`config.mk`:
```
export PLATFORM = sky130hd
export DESIGN_NAME = dfe_lut_eq
export DESIGN_NICKNAME = d
export VERILOG_FILES = /design/src/rtl/dfe_pkg.sv /design/src/rtl/dfe_tap_table.sv /design/src/rtl/dfe_history.sv /design/src/rtl/dfe_slicer.sv /design/src/rtl/dfe_lut_eq.sv
export SDC_FILE = /design/constraint.sdc
export NUM_CORES = 1
export LEC_CHECK = 0
export CORE_MARGIN = 4
export CORE_UTILIZATION = 45
export CTS_CLUSTER_SIZE = 14
export DETAILED_ROUTE_END_ITERATION = 12
export SETUP_SLACK_MARGIN = 0.5
export SLEW_MARGIN = 20
export SYNTH_ARGS = -nofsm -noshare
export SYNTH_HDL_FRONTEND = slang
export SYNTH_SLANG_ARGS = --single-unit
```
`constraint.sdc`:
```
create_clock -name clk -period 7.6 [get_ports clk]
set_clock_uncertainty 0.05 [all_clocks]
set_input_delay 1.52 -clock clk [delete_from_list [all_inputs] [get_ports clk]]
set_output_delay 1.52 -clock clk [all_outputs]
set_load 0.005 [all_outputs]
```
`src/rtl/dfe_pkg.sv`:
```
package dfe_pkg;
  localparam int DFE_DATA_W = 16;
  localparam int DFE_TAPS   = 4;

  // Decision bit encoding: 1 stands for +1, 0 stands for -1.
  localparam logic DEC_POS = 1'b1;
  localparam logic DEC_NEG = 1'b0;
endpackage

```
`src/rtl/dfe_tap_table.sv`:
```
module dfe_tap_table #(
  parameter int DATA_W = dfe_pkg::DFE_DATA_W,
  parameter int ADDR_W = dfe_pkg::DFE_TAPS
) (
  input  logic              clk,
  input  logic              rst,
  input  logic              wr_en,
  input  logic [ADDR_W-1:0] wr_addr,
  input  logic [DATA_W-1:0] wr_data,
  input  logic [ADDR_W-1:0] rd_addr,
  output logic [DATA_W-1:0] rd_data
);
  localparam int DEPTH = 1 << ADDR_W;

  // Distributed memory: write at the edge, asynchronous read.
  logic [DATA_W-1:0] mem [DEPTH];

  always_ff @(posedge clk) begin
    if (wr_en) mem[wr_addr] <= wr_data;
  end

  assign rd_data = mem[rd_addr];

  // a write is visible from the following cycle
  p_write_lands_r7: assert property (@(posedge clk) disable iff (rst)
    wr_en |=> mem[$past(wr_addr)] == $past(wr_data));
endmodule

```
`src/rtl/dfe_history.sv`:
```
module dfe_history #(
  parameter int TAPS = dfe_pkg::DFE_TAPS
) (
  input  logic            clk,
  input  logic            rst,
  input  logic            shift_en,
  input  logic            dec_in,
  output logic [TAPS-1:0] hist
);
  logic [TAPS-1:0] hist_q;

  always_ff @(posedge clk) begin
    if (rst)           hist_q[0] <= 1'b0;
    else if (shift_en) hist_q[0] <= dec_in;
  end

  for (genvar i = 1; i < TAPS; i++) begin : g_stage
    always_ff @(posedge clk) begin
      if (rst)           hist_q[i] <= 1'b0;
      else if (shift_en) hist_q[i] <= hist_q[i-1];
    end
  end

  assign hist = hist_q;

  // newest decision enters bit 0, older ones move up one place
  p_hist_shift_r5: assert property (@(posedge clk) disable iff (rst)
    shift_en |=> (hist_q[0] == $past(dec_in)) &&
                 (hist_q[TAPS-1:1] == $past(hist_q[TAPS-2:0])));

  // no valid sample, no history movement
  p_hist_hold_r8: assert property (@(posedge clk) disable iff (rst)
    !shift_en |=> $stable(hist_q));
endmodule

```
`src/rtl/dfe_slicer.sv`:
```
module dfe_slicer #(
  parameter int DATA_W = dfe_pkg::DFE_DATA_W
) (
  input  logic [DATA_W-1:0] ffe_in,
  input  logic [DATA_W-1:0] fb_est,
  output logic [DATA_W-1:0] eq_val,
  output logic              dec
);
  localparam logic [DATA_W-1:0] POS_MAX = {1'b0, {(DATA_W-1){1'b1}}};
  localparam logic [DATA_W-1:0] NEG_MIN = {1'b1, {(DATA_W-1){1'b0}}};

  logic [DATA_W:0] diff;

  always_comb begin
    diff = {ffe_in[DATA_W-1], ffe_in} - {fb_est[DATA_W-1], fb_est};
    if (diff[DATA_W] != diff[DATA_W-1])
      eq_val = diff[DATA_W] ? NEG_MIN : POS_MAX;
    else
      eq_val = diff[DATA_W-1:0];
    dec = eq_val[DATA_W-1] ? dfe_pkg::DEC_NEG : dfe_pkg::DEC_POS;
  end

  // non-negative minus negative never wraps to a negative value,
  // and negative minus non-negative never wraps to a non-negative value
  always_comb begin
    if (!ffe_in[DATA_W-1] && fb_est[DATA_W-1])
      p_sat_high_r3: assert (!eq_val[DATA_W-1]);
    if (ffe_in[DATA_W-1] && !fb_est[DATA_W-1])
      p_sat_low_r3: assert (eq_val[DATA_W-1]);
  end
endmodule

```
`src/rtl/dfe_lut_eq.sv`:
```
module dfe_lut_eq #(
  parameter int DATA_W = dfe_pkg::DFE_DATA_W,
  parameter int TAPS   = dfe_pkg::DFE_TAPS
) (
  input  logic              clk,
  input  logic              rst,
  input  logic              in_valid,
  input  logic [DATA_W-1:0] in_sample,
  input  logic              tbl_wr_en,
  input  logic [TAPS-1:0]   tbl_wr_addr,
  input  logic [DATA_W-1:0] tbl_wr_data,
  output logic              out_valid,
  output logic [DATA_W-1:0] out_soft,
  output logic              out_dec
);
  logic [TAPS-1:0]   hist;
  logic [DATA_W-1:0] fb_est;
  logic [DATA_W-1:0] eq_val;
  logic              dec;

  dfe_tap_table #(.DATA_W(DATA_W), .ADDR_W(TAPS)) u_table (
    .clk     (clk),
    .rst     (rst),
    .wr_en   (tbl_wr_en),
    .wr_addr (tbl_wr_addr),
    .wr_data (tbl_wr_data),
    .rd_addr (hist),
    .rd_data (fb_est)
  );

  dfe_slicer #(.DATA_W(DATA_W)) u_slicer (
    .ffe_in (in_sample),
    .fb_est (fb_est),
    .eq_val (eq_val),
    .dec    (dec)
  );

  dfe_history #(.TAPS(TAPS)) u_hist (
    .clk      (clk),
    .rst      (rst),
    .shift_en (in_valid),
    .dec_in   (dec),
    .hist     (hist)
  );

  always_ff @(posedge clk) begin
    if (rst) begin
      out_valid <= 1'b0;
      out_soft  <= '0;
      out_dec   <= 1'b0;
    end else begin
      out_valid <= in_valid;
      if (in_valid) begin
        out_soft <= eq_val;
        out_dec  <= dec;
      end
    end
  end

  // output valid trails input valid by one cycle
  p_valid_follow_r6: assert property (@(posedge clk) disable iff (rst)
    in_valid |=> out_valid);
  p_valid_drop_r6: assert property (@(posedge clk) disable iff (rst)
    !in_valid |=> !out_valid);

  // the registered decision agrees with the sign of the registered soft value
  p_dec_sign_r4: assert property (@(posedge clk) disable iff (rst)
    out_valid |-> (out_dec == !out_soft[DATA_W-1]));

  // idle cycles keep the outputs
  p_hold_idle_r8: assert property (@(posedge clk) disable iff (rst)
    !in_valid |=> ($stable(out_soft) && $stable(out_dec)));
endmodule

```
**After elaboration in Yosys (flattened, before gate mapping)**

Memory sizes are Yosys's and may differ from the RTL's. A register that Yosys moved wholly into a read port is not among the register bits.
Index checks and enable logic that the tools add are counted.

- Logic and storage cells: 16
- Memories kept: 1
- Register bits: 21
- Input port bits: 40
- Memory bits (writable): 256

Memory list:

| memory | words | width | rd ports | clocked after Yosys merged registers in | write ports | line | source |
|---|---|---|---|---|---|---|---|
| u_table.mem | 16 | 16 | 1 | 1 | 1 | dfe_tap_table.sv:16 | `logic [DATA_W-1:0] mem [DEPTH];` |

- Mux-type cells: 7
- Equal/unequal tests: 1
- Add/subtract/negate cells: 1

Operators with widths:

| kind | number |
|---|---|
| $mux W16 | 2 |
| $sub A16 B16 Y17 | 1 |
| $mux W4 | 2 |
| $mux W1 | 3 |
| $ne A1 B1 Y1 | 1 |

**Depth between registers and ports, before layout**

- Depth in word-level cells: 6
- Depth in mapped cells: 15
- Mapped depth without buffers: 12

**By module**

From an unflattened synthesis, not the netlist that was laid out.

- Cell total of the unflattened synthesis: 618
- Area, all modules: 11518.5 um2

By module, submodules not included:

| module | area each (um2) | instances | cells each | seq. area each (um2) |
|---|---|---|---|---|
| dfe_tap_table | 9723.1 | 1 | 416 | 7687.4 |
| dfe_slicer | 1013.5 | 1 | 132 | 0.0 |
| dfe_lut_eq | 641.9 | 1 | 57 | 360.3 |
| dfe_history | 140.1 | 1 | 13 | 80.1 |

**Least setup slack after synthesis**

No wires, ideal clock.

- Path type: register to register
- From: register with a tool-made name
- To: register out_soft[13]
- Library setup time: 0.122 ns
- Clock period less this slack: 4.002 ns
- Path slack: 3.598 ns
- Path buffers: 3
- Stages on the path, launching flop included: 15
- Arrival: 3.830 ns
- Cell sequence: dfxtp_1 > clkbuf_1 > buf_2 > mux4_2 > mux4_2 > inv_1 > ha_1 > nor2b_1 > o31a_1 > o31ai_4 > a21oi_4 > xnor2_4 > buf_6 > nor3_1 > a311o_1

RTL lines:

| item | line | source |
|---|---|---|
| end signal, assigned | dfe_lut_eq.sv:54 | `out_soft <= eq_val;` |
| end, declared | dfe_lut_eq.sv:13 | `output logic [DATA_W-1:0] out_soft,` |

==> results.md <==
- Synth top area share: 66.3%
- Remaining Overflow, GRT: 0
- All-Layer GR Usage: 18.0%
- Post-CTS Setup Repair Bufs: 0
- Final cell count without fillers: 1035
- Ys Warns: 0
- Routed WL: 25400 µm
- Clk sinks: 281
- Worst Path Required: 7970 ps
- Commonest non-fill, non-tap cell in the layout: edfxtp_1
- Most frequent cells in the layout: 256 x edfxtp_1, 80 x mux4_2, 56 x clkdlybuf4s50_1
- Worst setup margin: 2610 ps
- Final antenna diode count: 0
- Vias per inst: 5.81
- Sw Ratio: 22.5%
- Ys flop type: edfxtp_1
- Post-Syn Area per Cell: 19.2 µm²
- Flip-flop and latch count after synthesis: 281
- Die footprint: 0.0284 mm²
- Worst stage delay on the critical path: 770 ps
- Max-cap violation count: 0
- Initial antenna violation count: 0
- Core area: 0.0253 mm²
- Final ANT Viol Nets: 0
- Reg2reg path depth: 13
- Status: completed
- FP Rows: 58
- Die Width: 169 µm
- Vias: 6016
- Area growth syn-to-layout: 16.9%
- Worst Tran Pin Value: 930 ps
- Unrepaired setup endpoints after global routing: no
- CTS buffer count: 29
- DP Wirelength: 15200 µm
- P_leak: 4.34 nW
- Clock transition at path regs: 60 ps
- Layout fillers: 1927
- Final GP Congestion: 0.926
- Crit path DAT: 5360 ps
- Peak supply drop: 0.211 mV
- Switching power: 0.000795 W
- CTS tree: built
- Leading post-synthesis cells by cell area: edfxtp_1 66%, mux4_2 16%, dfxtp_1 4.3%, ha_1 1.7%, o221a_2 1.3%
- Avg WL per Cell: 24.5 µm
- Hold Vio Cnt, Final: 0
- Drt pass-1 iters: 5
- Synth unique cells: 54
- Vias in the first global route: 6089
- Sequential power share: 49.9%
- Biggest area consumer among synthesized cells: edfxtp_1
- Netlist Area Pre-Place: 0.0116 mm²
- Dpl cells: 983
- I/O Buffers: 57
- Initial core utilization: 45.9%
- First-pass GRT wire length: 38300 µm
- Int Power: 0.00273 W
- Hold Path Depth: 2
- Final hold slack: 435 ps
- Post-layout min period: 4990 ps
- Share of layout cells above drive strength 1: 25.5%
- WL met3: 1320 µm
- Crit path max fanout: 34
- Hold buffers post-CTS: 0
- WP buf/inv: 2
- Delay-heaviest family, CP: compound AO/OA/AOI/OAI gates
- Crit path kind: register to register
- Clock Tree Buf Depth: 3
- FMAX: 200 MHz
- Cells resized by post-CTS repair: 0
- Setup slack, reg-to-reg: 2610 ps
- Post-synthesis async set-or-reset flop share: 0%
- HP Class: register to register
- Setup violations, final: 0
- Clock root buffer: clkbuf_16
- Worst-Skew Late Latency: 540 ps
- Highest routed metal layer: met4
- Final Slew Violations: 0
- Final period util: 65.7%
- # IOs: 58
- Largest net degree at the start of global routing: 36
- Hold-critical path endpoint: out_soft[15]
- Relative slew margins: 38.0%
- Reg2reg end: out_soft[13]
- Tot Pwr: 0.00353 W
- Pwr dens: 260 mW/mm²
- M1 WL: 11200 µm
- Met2 Wirelength: 12400 µm
- TNS Setup: 0 ps
- Min-delay src: out_soft[15]
- H-tree lvl count: 1
- Synth Instances: 603
- Place WS: 2530 ps
- Syn Nets: 660
- Nets: 741
- Residual DRC: 0
- Iteration-0 DRC Markers: 767
- Clock power frac: 38.3%
- Post-synth EDFFs: 256
- CP cell instances: buf_4, mux4_2, mux4_2, ha_1, inv_1, fa_1, a211oi_1, o21ai_1, a31oi_1, o21ai_1, o21ai_2, a2111oi_4, a311o_1
- Seq/Total Area, Yosys: 70.6%
- Setup crit start kind: register
- Combinational power share: 11.9%
- CP endpoint kind: register
- Die Height: 169 µm
- Slowest CP cell: dfxtp_4
[flip-flops by register name, summed over array words and instances (netlist names), named ones only]
signal	flops
u_table.mem	256
out_valid	1
out_soft	16
u_hist.hist	3
out_dec	1
[power by group through the flow]
| stage | registers [W] | logic, W | clock network [W] |
|---|---|---|---|
| after floorplan | 0.00178 | 0.000301 | 0 |
| after global placement | 0.00179 | 0.000409 | 0 |
| after detailed placement | 0.00179 | 0.000419 | 0 |
| after CTS | 0.00176 | 0.000421 | 0.00138 |
| after global routing | 0.00177 | 0.000454 | 0.00146 |
| final | 0.00176 | 0.000418 | 0.00135 |
[kinds of logic after synthesis]
family	count (synthesis)	share of synthesized area [%]
flops	281	70.6
compound gates	90	5.87
mux	84	15.9
simple gates	69	2.80
buf+inv	50	1.92
fa+ha+maj	17	1.90
xor+xnor	12	1.07
[per-stage QoR]
stage          utilization, %  area, µm²
3_5_place_dp             50.1      12700
4_1_cts                  53.7      13600
6_report                 53.7      13600
2_1_floorplan               -      11600
5_1_grt                  53.7      13600
3_3_place_gp             50.1      12700
[cells in the mapped netlist, types with 6 or more instances]
library cell	count
edfxtp_1	256
mux4_2	80
nor2_1	27
dfxtp_1	25
a21oi_1	23
inv_1	23
ha_1	16
nand2_1	15
clkbuf_1	14
o221a_2	13
o21ai_0	11
o21ai_1	9
buf_2	7
nor3_1	6
xnor2_1	6
[how the worst max path moves through the flow]
stage                   endpoint  slack (ps)  depth (start not counted)
CTS                 out_soft[13]        2520                         13
finish              out_soft[13]        2610                         13
detailed placement  out_soft[13]        2530                         13
global placement    out_soft[13]        2580                         13
global route        out_soft[13]        2100                         12
floorplan           out_soft[13]        3600                         14
[routing by layer]
metal,vias up,GRT usage (%)
met5,-,0
met4,0,3.99
met3,32,2.64
met2,189,29.0
met1,3155,26.4
li1,2640,-
[worst min-delay path, stage by stage, from the launching register on]
cell and delay, ps:
dfxtp_1 310, nor2_1 80, nor3_1 50
[layout make-up]
class                   count  area, µm²  share of cell area (%)
clock buffers              38        759                    5.60
inverters                  23       86.3                   0.637
multi-input cells         272       3240                    23.9
flip-flops and latches    281       8190                    60.4
well taps                 330        413                    3.05
clock inverters            14        149                    1.10
repair buffers             77        716                    5.28
Note: power is estimated with default switching activity, not from simulation.
